==> src/rtl/addsub_cc_pkg.sv <==
package addsub_cc_pkg;
  typedef struct packed {
    logic z;
    logic n;
    logic c;
    logic v;
  } cc_flags_t;

  typedef struct packed {
    logic lt;
    logic le;
    logic eq;
    logic ne;
    logic ge;
    logic gt;
    logic ltu;
    logic leu;
    logic geu;
    logic gtu;
  } cc_cmp_t;
endpackage

==> src/rtl/addsub_operand.sv <==
module addsub_operand #(
  parameter int W = 32
) (
  input  logic [W-1:0] b_i,
  input  logic         sub_i,
  output logic [W-1:0] b_eff_o
);
  assign b_eff_o = b_i ^ {W{sub_i}};
endmodule

==> src/rtl/addsub_carry_net.sv <==
module addsub_carry_net #(
  parameter int W   = 32,
  parameter int GRP = 4
) (
  input  logic [W-1:0] x_i,
  input  logic [W-1:0] y_i,
  input  logic         cin_i,
  output logic [W-1:0] sum_o,
  output logic         cout_o
);
  localparam int NG = W / GRP;

  logic [W-1:0]  p, g;
  logic [NG-1:0] grp_g, grp_p;
  logic [NG:0]   grp_c;

  assign p = x_i ^ y_i;
  assign g = x_i & y_i;

  if (W % GRP != 0) begin : g_bad_width
    $error("addsub_carry_net: W must be a multiple of GRP");
  end

  for (genvar gi = 0; gi < NG; gi++) begin : g_grp
    logic          gg, gp;
    logic [GRP-1:0] s_loc;

    // group generate/propagate, independent of carry-in
    always_comb begin
      logic acc_g, acc_p;
      acc_g = 1'b0;
      acc_p = 1'b1;
      for (int j = 0; j < GRP; j++) begin
        acc_g = g[gi*GRP+j] | (p[gi*GRP+j] & acc_g);
        acc_p = acc_p & p[gi*GRP+j];
      end
      gg = acc_g;
      gp = acc_p;
    end

    // in-group lookahead: carry into bit j from prefix (G,P) and group carry
    always_comb begin
      logic pre_g, pre_p, cj;
      pre_g = 1'b0;
      pre_p = 1'b1;
      for (int j = 0; j < GRP; j++) begin
        cj       = pre_g | (pre_p & grp_c[gi]);
        s_loc[j] = p[gi*GRP+j] ^ cj;
        pre_g    = g[gi*GRP+j] | (p[gi*GRP+j] & pre_g);
        pre_p    = pre_p & p[gi*GRP+j];
      end
    end

    assign grp_g[gi]             = gg;
    assign grp_p[gi]             = gp;
    assign sum_o[gi*GRP +: GRP]  = s_loc;
  end

  always_comb begin
    grp_c[0] = cin_i;
    for (int k = 0; k < NG; k++) begin
      grp_c[k+1] = grp_g[k] | (grp_p[k] & grp_c[k]);
    end
  end

  assign cout_o = grp_c[NG];
endmodule

==> src/rtl/addsub_flags.sv <==
module addsub_flags
  import addsub_cc_pkg::*;
#(
  parameter int W = 32
) (
  input  logic [W-1:0] a_i,
  input  logic [W-1:0] b_eff_i,
  input  logic [W-1:0] res_i,
  input  logic         cout_i,
  output cc_flags_t    flags_o
);
  assign flags_o.z = ~|res_i;
  assign flags_o.n = res_i[W-1];
  assign flags_o.c = cout_i;
  // overflow on the operand actually fed to the adder
  assign flags_o.v = (a_i[W-1] ~^ b_eff_i[W-1]) & (res_i[W-1] ^ a_i[W-1]);
endmodule

==> src/rtl/addsub_compare.sv <==
module addsub_compare
  import addsub_cc_pkg::*;
(
  input  cc_flags_t flags_i,
  output cc_cmp_t   cmp_o
);
  logic slt, ule;
  assign slt = flags_i.n ^ flags_i.v;
  assign ule = ~flags_i.c | flags_i.z;

  assign cmp_o.lt  = slt;
  assign cmp_o.le  = flags_i.z | slt;
  assign cmp_o.eq  = flags_i.z;
  assign cmp_o.ne  = ~flags_i.z;
  assign cmp_o.ge  = ~slt;
  assign cmp_o.gt  = ~(flags_i.z | slt);
  assign cmp_o.ltu = ~flags_i.c;
  assign cmp_o.leu = ule;
  assign cmp_o.geu = flags_i.c;
  assign cmp_o.gtu = ~ule;
endmodule

==> src/rtl/addsub_cc.sv <==
module addsub_cc
  import addsub_cc_pkg::*;
#(
  parameter int W   = 32,
  parameter int GRP = 4
) (
  input  logic [W-1:0] a_i,
  input  logic [W-1:0] b_i,
  input  logic         sub_i,
  output logic [W-1:0] res_o,
  output logic         z_o,
  output logic         n_o,
  output logic         c_o,
  output logic         v_o,
  output logic         lt_o,
  output logic         le_o,
  output logic         eq_o,
  output logic         ne_o,
  output logic         ge_o,
  output logic         gt_o,
  output logic         ltu_o,
  output logic         leu_o,
  output logic         geu_o,
  output logic         gtu_o
);
  logic [W-1:0] b_eff, sum;
  logic         cout;
  cc_flags_t    flags;
  cc_cmp_t      cmp;

  addsub_operand #(.W(W)) u_operand (
    .b_i     (b_i),
    .sub_i   (sub_i),
    .b_eff_o (b_eff)
  );

  addsub_carry_net #(.W(W), .GRP(GRP)) u_carry (
    .x_i    (a_i),
    .y_i    (b_eff),
    .cin_i  (sub_i),
    .sum_o  (sum),
    .cout_o (cout)
  );

  addsub_flags #(.W(W)) u_flags (
    .a_i     (a_i),
    .b_eff_i (b_eff),
    .res_i   (sum),
    .cout_i  (cout),
    .flags_o (flags)
  );

  addsub_compare u_cmp (
    .flags_i (flags),
    .cmp_o   (cmp)
  );

  assign res_o = sum;
  assign z_o   = flags.z;
  assign n_o   = flags.n;
  assign c_o   = flags.c;
  assign v_o   = flags.v;
  assign lt_o  = cmp.lt;
  assign le_o  = cmp.le;
  assign eq_o  = cmp.eq;
  assign ne_o  = cmp.ne;
  assign ge_o  = cmp.ge;
  assign gt_o  = cmp.gt;
  assign ltu_o = cmp.ltu;
  assign leu_o = cmp.leu;
  assign geu_o = cmp.geu;
  assign gtu_o = cmp.gtu;
endmodule

==> config.mk <==
export PLATFORM = sky130hd
export DESIGN_NAME = addsub_cc
export DESIGN_NICKNAME = d
export VERILOG_FILES = /design/src/rtl/addsub_cc_pkg.sv /design/src/rtl/addsub_operand.sv /design/src/rtl/addsub_carry_net.sv /design/src/rtl/addsub_flags.sv /design/src/rtl/addsub_compare.sv /design/src/rtl/addsub_cc.sv
export SDC_FILE = /design/constraint.sdc
export NUM_CORES = 1
export LEC_CHECK = 0
export BUFFER_PORTS_ARGS = -buffer_cell sky130_fd_sc_hd__buf_4
export CORE_MARGIN = 5
export CORE_UTILIZATION = 29
export DETAILED_ROUTE_END_ITERATION = 8
export REMOVE_ABC_BUFFERS = 1
export SYNTH_ARGS = -nofsm -noshare
export SYNTH_HDL_FRONTEND = slang
export SYNTH_SLANG_ARGS = --single-unit
==> constraint.sdc <==
create_clock -name vclk -period 5.6
set_input_delay 0.28 -clock vclk [all_inputs]
set_output_delay 0.28 -clock vclk [all_outputs]
set_load 0.1 [all_outputs]
Word-level counts from Yosys, hierarchy flattened
Index checks and enable logic that the tools add are counted.
W data, S select, Z words.
Operators by class
  reductions and logical operators: 2
  bitwise operators: 181
Operators with widths (number)
  $and A1 B1 Y1: 81
  $xor A32 B32 Y32: 2
  $or A1 B1 Y1: 58
  $xor A1 B1 Y1: 34
  $and A32 B32 Y32: 1
  $reduce_or A32 Y1: 1
  $not A1 Y1: 4
  $logic_not A1 Y1: 1
  $xnor A1 B1 Y1: 1
Storage, ports and cells
  register bits after elaboration: 0
  output and inout bits: 46

Logic depth before layout (Yosys ltp)
  depth after elaboration: 29
  gate-level depth with buffers: 22
  gate-level depth less buffers: 19

Cells and area by module
A second synthesis with hierarchy kept.
Second synthesis, totals
  cells, all modules: 240
  area total of the unflattened synthesis: 1908.1 sq um
Modules (own cells, without submodules)
  addsub_carry_net: instances 1, area an instance 1371.3 sq um, cells each 175, seq. area each 0.0 sq um
  addsub_operand: instances 1, area an instance 351.6 sq um, cells each 36, seq. area each 0.0 sq um
  addsub_flags: instances 1, area an instance 110.1 sq um, cells each 17, seq. area each 0.0 sq um
  addsub_compare: instances 1, area an instance 75.1 sq um, cells each 12, seq. area each 0.0 sq um

Worst setup path before layout
No wires, ideal clock.
  path kind: input-to-output
  from: in sub_i
  to: out gt_o
  stages: 13
  required time: 5.320 ns
  data arrival time: 8.002 ns
  path buffers: 2
  setup slack: -2.682 ns
  cells stage by stage: buf_6 -> clkbuf_1 -> xor2_1 -> ha_1 -> a21o_1 -> a221o_1 -> a31oi_4 -> a21oi_1 -> o21a_1 -> o311ai_0 -> nor4b_1 -> nor4b_2 -> nor2_1
On the way
  elaborated cells on any way between the ends: 174
RTL lines
  from (decl): RTL line addsub_cc.sv:9  | input logic sub_i,
  $xor A32 B32 Y32: RTL line addsub_operand.sv:8  | assign b_eff_o = b_i ^ {W{sub_i}};
  $xor A32 B32 Y32 or $and A32 B32 Y32 (tied branches): RTL line addsub_carry_net.sv:17, addsub_carry_net.sv:18
  $and A1 B1 Y1: RTL line addsub_carry_net.sv:34  | acc_g = g[gi*GRP+j] | (p[gi*GRP+j] & acc_g);
  $or A1 B1 Y1: RTL line addsub_carry_net.sv:34
  $and A1 B1 Y1: RTL line addsub_carry_net.sv:34
  $or A1 B1 Y1: RTL line addsub_carry_net.sv:34
  $and A1 B1 Y1: RTL line addsub_carry_net.sv:34
  $or A1 B1 Y1
  (+7 left out)
  $and A1 B1 Y1: RTL line addsub_carry_net.sv:47  | cj = pre_g | (pre_p & grp_c[gi]);
  $or A1 B1 Y1: RTL line addsub_carry_net.sv:47
  $xor A1 B1 Y1 *: RTL line addsub_carry_net.sv:48  | s_loc[j] = p[gi*GRP+j] ^ cj;
  via res_o[18]: RTL line addsub_cc.sv:10  | output logic [W-1:0] res_o,
  $reduce_or A32 Y1 *: RTL line addsub_flags.sv:12  | assign flags_o.z = ~|res_i;
  $logic_not A1 Y1 *: RTL line addsub_flags.sv:12
  $or A1 B1 Y1 *: RTL line addsub_compare.sv:16  | assign cmp_o.gt = ~(flags_i.z | slt);
  $not A1 Y1 *: RTL line addsub_compare.sv:16
  to (decl): RTL line addsub_cc.sv:20  | output logic gt_o,
Mark *: on every way through the listed nets, which the timed path passes. The rest lies on a longest branch.

Worst setup path in the final report
  from: in sub_i
  to: out eq_o
On the way
  longest elaborated chain between the ends: 26
  elaborated cells on any way between the ends: 168
Ends and longest elaborated chain
  $xor A32 B32 Y32: RTL line addsub_operand.sv:8
  $xor A32 B32 Y32 or $and A32 B32 Y32 (tied branches): RTL line addsub_carry_net.sv:17, addsub_carry_net.sv:18
  $and A1 B1 Y1: RTL line addsub_carry_net.sv:34, addsub_carry_net.sv:49
  $or A1 B1 Y1: RTL line addsub_carry_net.sv:34, addsub_carry_net.sv:49
  $and A1 B1 Y1: RTL line addsub_carry_net.sv:34, addsub_carry_net.sv:49
  $or A1 B1 Y1: RTL line addsub_carry_net.sv:34, addsub_carry_net.sv:49
  $and A1 B1 Y1: RTL line addsub_carry_net.sv:34
  $or A1 B1 Y1
  (+10 left out)
  $or A1 B1 Y1: RTL line addsub_carry_net.sv:62  | grp_c[k+1] = grp_g[k] | (grp_p[k] & grp_c[k]);
  $and A1 B1 Y1: RTL line addsub_carry_net.sv:62
  $or A1 B1 Y1: RTL line addsub_carry_net.sv:62
  $and A1 B1 Y1: RTL line addsub_carry_net.sv:47
  $or A1 B1 Y1: RTL line addsub_carry_net.sv:47
  $xor A1 B1 Y1: RTL line addsub_carry_net.sv:48
  $reduce_or A32 Y1 *: RTL line addsub_flags.sv:12
  $logic_not A1 Y1 *: RTL line addsub_flags.sv:12
  to (decl): RTL line addsub_cc.sv:17  | output logic eq_o,
Mark *: on every way between the ends. The rest lies on a longest branch, timed or not.

==> impl_metrics.py <==
metrics = {
    "sta": {
        "fin_crit_sh_pct": 99.3,
        "setup_slack_ns": 0.0370,
        "hold_viol": 0,
        "timing.final.crit_period_ns": 5.56,
        "tightestPinTransition_ns": 0.964,
        "final-max-slew-violation-count": 0,
        "slew_headroom_pct": 34.9,
        "rsz0062_at_grt": "yes",
        "fin_hold_ws_ns": 1.05,
        "tns_ns": 0,
        "fmax_mhz": 180,
        "setup_violations": 0,
    },
    "critical_path": {
        "crit_type": "in -> out",
        "required_ns": 5.32,
        "worstSetupStartpointType": "input pin",
        "path_cells": "buf_12, buf_4, xor2_1, ha_1, nand4_1, o211ai_1, a31oi_4, o211a_1, o221ai_2, inv_1, fa_1, inv_1, or4_4, nor4_2, nand4b_1, or3_4, a2111oi_4, or4b_4, nor4_4, and4bb_2, buf_12",
        "slowest_stage": "or4b_4",
        "crit_fanout": 17,
        "slowest_delay_ns": 0.51,
        "crit_arrival_ns": 5.28,
        "worst_setup_path_end_kind": "output port",
    },
    "detailed_routing": {
        "initialDrtViolationCount": 74,
        "dr.pass1.iters": 4,
        "num_vias": 2501,
        "finalWirelength_mm": 7.16,
        "final_antenna_net_count": 0,
        "drc": 0,
        "post_drt_wl_per_cell_um": 13.7,
        "viasPerCell": 4.78,
    },
    "layout": {
        "clkbuf_count": 0,
        "multi_input_area_mm2": 0.00199,
        "regArea_um2": 0,
        "stdcell_count": 523,
        "antenna_cells": 0,
        "nFillCells": 707,
        "final_core_utilization_pct": 51.3,
        "flops_and_latches": 0,
        "nets": 534,
        "drive_above_1_share_pct": 43.1,
        "fin_area_mm2": 0.00353,
        "synthToLayoutAreaGrowth_pct": 70.0,
    },
    "floorplanning": {
        "die_area_mm2": 0.00894,
        "core_area_mm2": 0.00687,
        "die_x_um": 94.6,
        "initial_core_util_pct": 30.2,
        "io-pin-count": 111,
        "die_h_um": 94.6,
        "num_rows": 30,
    },
    "logic_synthesis": {
        "synth_commonest_cells": "36 x xor2_1, 32 x ha_1, 31 x inv_1",
        "synth_top_area_cell": "ha_1",
        "synth_top_cells_by_area": "ha_1 19%, xor2_1 15%, fa_1 7.7%, xnor2_1 5.9%, inv_1 5.6%",
        "yosysMostFrequentCell": "xor2_1",
        "synthCells": 270,
        "netlist.area_leader.share_pct": 19.3,
        "syn_area_mm2": 0.00207,
        "synth_warnings": 0,
        "netlist-cell-type-count": 55,
        "ys_seq_area_share_pct": 0,
        "syn_area_per_cell_um2": 7.68,
    },
    "place": {
        "dpl.hpwl_mm": 6.37,
        "io_buffers": 111,
        "placedCellCount": 519,
        "pre_cts_ws_ns": -0.403,
        "gp_congestion": 0.886,
        "place_area_mm2": 0.00336,
    },
    "worst_hold_path": {
        "hold_end": "v_o",
        "whs_path_depth": 4,
        "hold_start": "a_i[31]",
        "min_path_type": "in -> out",
    },
    "pwr": {
        "leakage_nw": 1.79,
        "powerDensity_mw_per_mm2": 379,
        "p_total_mw": 1.34,
        "irDropWorstVdd_mv": 0.282,
    },
    "job": {
        "max_cap_viol_count": 0,
    },
    "global_route": {
        "grt_pass1_vias": 2621,
        "antenna_found_initial": 0,
        "grt_max_degree": 18,
        "grt_pass1_wl_mm": 11.8,
        "grt_use_total_pct": 15.7,
        "overflow": 0,
    },
    "clock_tree": {
        "hold_buffers": 0,
    },
    "outcome": {
        "outcome": "finished clean",
    },
}
==> routing by layer <==
metal	up-vias	part of all wire (%)	GRT usage, %
met3	4	6.9	1.91
met2	76	49	29.1
met1	1124	43	20.4
li1	1297	-	-
met5	-	0	0
met4	0	0.54	0.841
==> final cells by class <==
| type | instances | area share, % |
|---|---|---|
| Timing Repair Buffer | 166 | 36.8 |
| Inverter | 31 | 3.30 |
| Tap cell | 96 | 3.41 |
| Multi-Input combinational cell | 230 | 56.5 |
==> layout by cell type (no fill, tap or decap), types with 4 or more instances in the layout <==
master and instances:
xnor2_1 14, nor2_1 12, fa_1 8, buf_4 159, a21o_1 7, nand3_1 5
inv_1 31, buf_6 4, nand2_1 9, a21oi_1 21, and3_1 5, o21bai_1 4
nand4_1 6, xor2_1 36, ha_1 32, nor3_1 8
==> logic make-up after synthesis <==
family | count (synthesis) | synth area share [%]
AND/OR/NAND/NOR | 75 | 21.4
AO/OA/AOI/OAI | 63 | 21.4
XOR/XNOR | 50 | 21.1
adder cells (fa/ha/maj) | 40 | 27.0
buffers and inverters | 40 | 8.14
multiplexers | 2 | 0.965
==> where the power goes <==
part / internal, mW / total (mW) / leakage (nW) / switching (mW)
clock network: 0 / 0 / 0 / 0
registers: 0 / 0 / 0 / 0
logic: 0.360 / 1.34 / 1.79 / 0.978
==> how the worst max path moves through the flow <==
| stage | slack [ns] | startpoint | cells after the start | endpoint |
|---|---|---|---|---|
| 5_1_grt | -0.20 | sub_i | 22 | z_o |
| 4_1_cts | 0.001 | sub_i | 21 | z_o |
| 6_report | 0.04 | sub_i | 21 | eq_o |
| 2_1_floorplan | -3.04 | sub_i | 12 | gtu_o |
| 3_5_place_dp | -0.40 | sub_i | 20 | z_o |
| 3_3_place_gp | -0.26 | sub_i | 20 | z_o |
==> critical path: cells and delay by family <==
kind                     cells  cell delay, ns
XOR/XNOR                     1            0.15
buffers and inverters        5            0.61
AO/OA/AOI/OAI                5            1.06
adder cells (fa/ha/maj)      2            0.78
AND/OR/NAND/NOR              8            2.38
==> what timing repair did <==
action                                  4_1_cts  5_1_grt
setup buffers                                 2        2
resized for setup                            21        9
pin swaps                                     8        2
endpoints found under the setup margin        5        7
No activity file was read; power rests on OpenSTA's default activity.
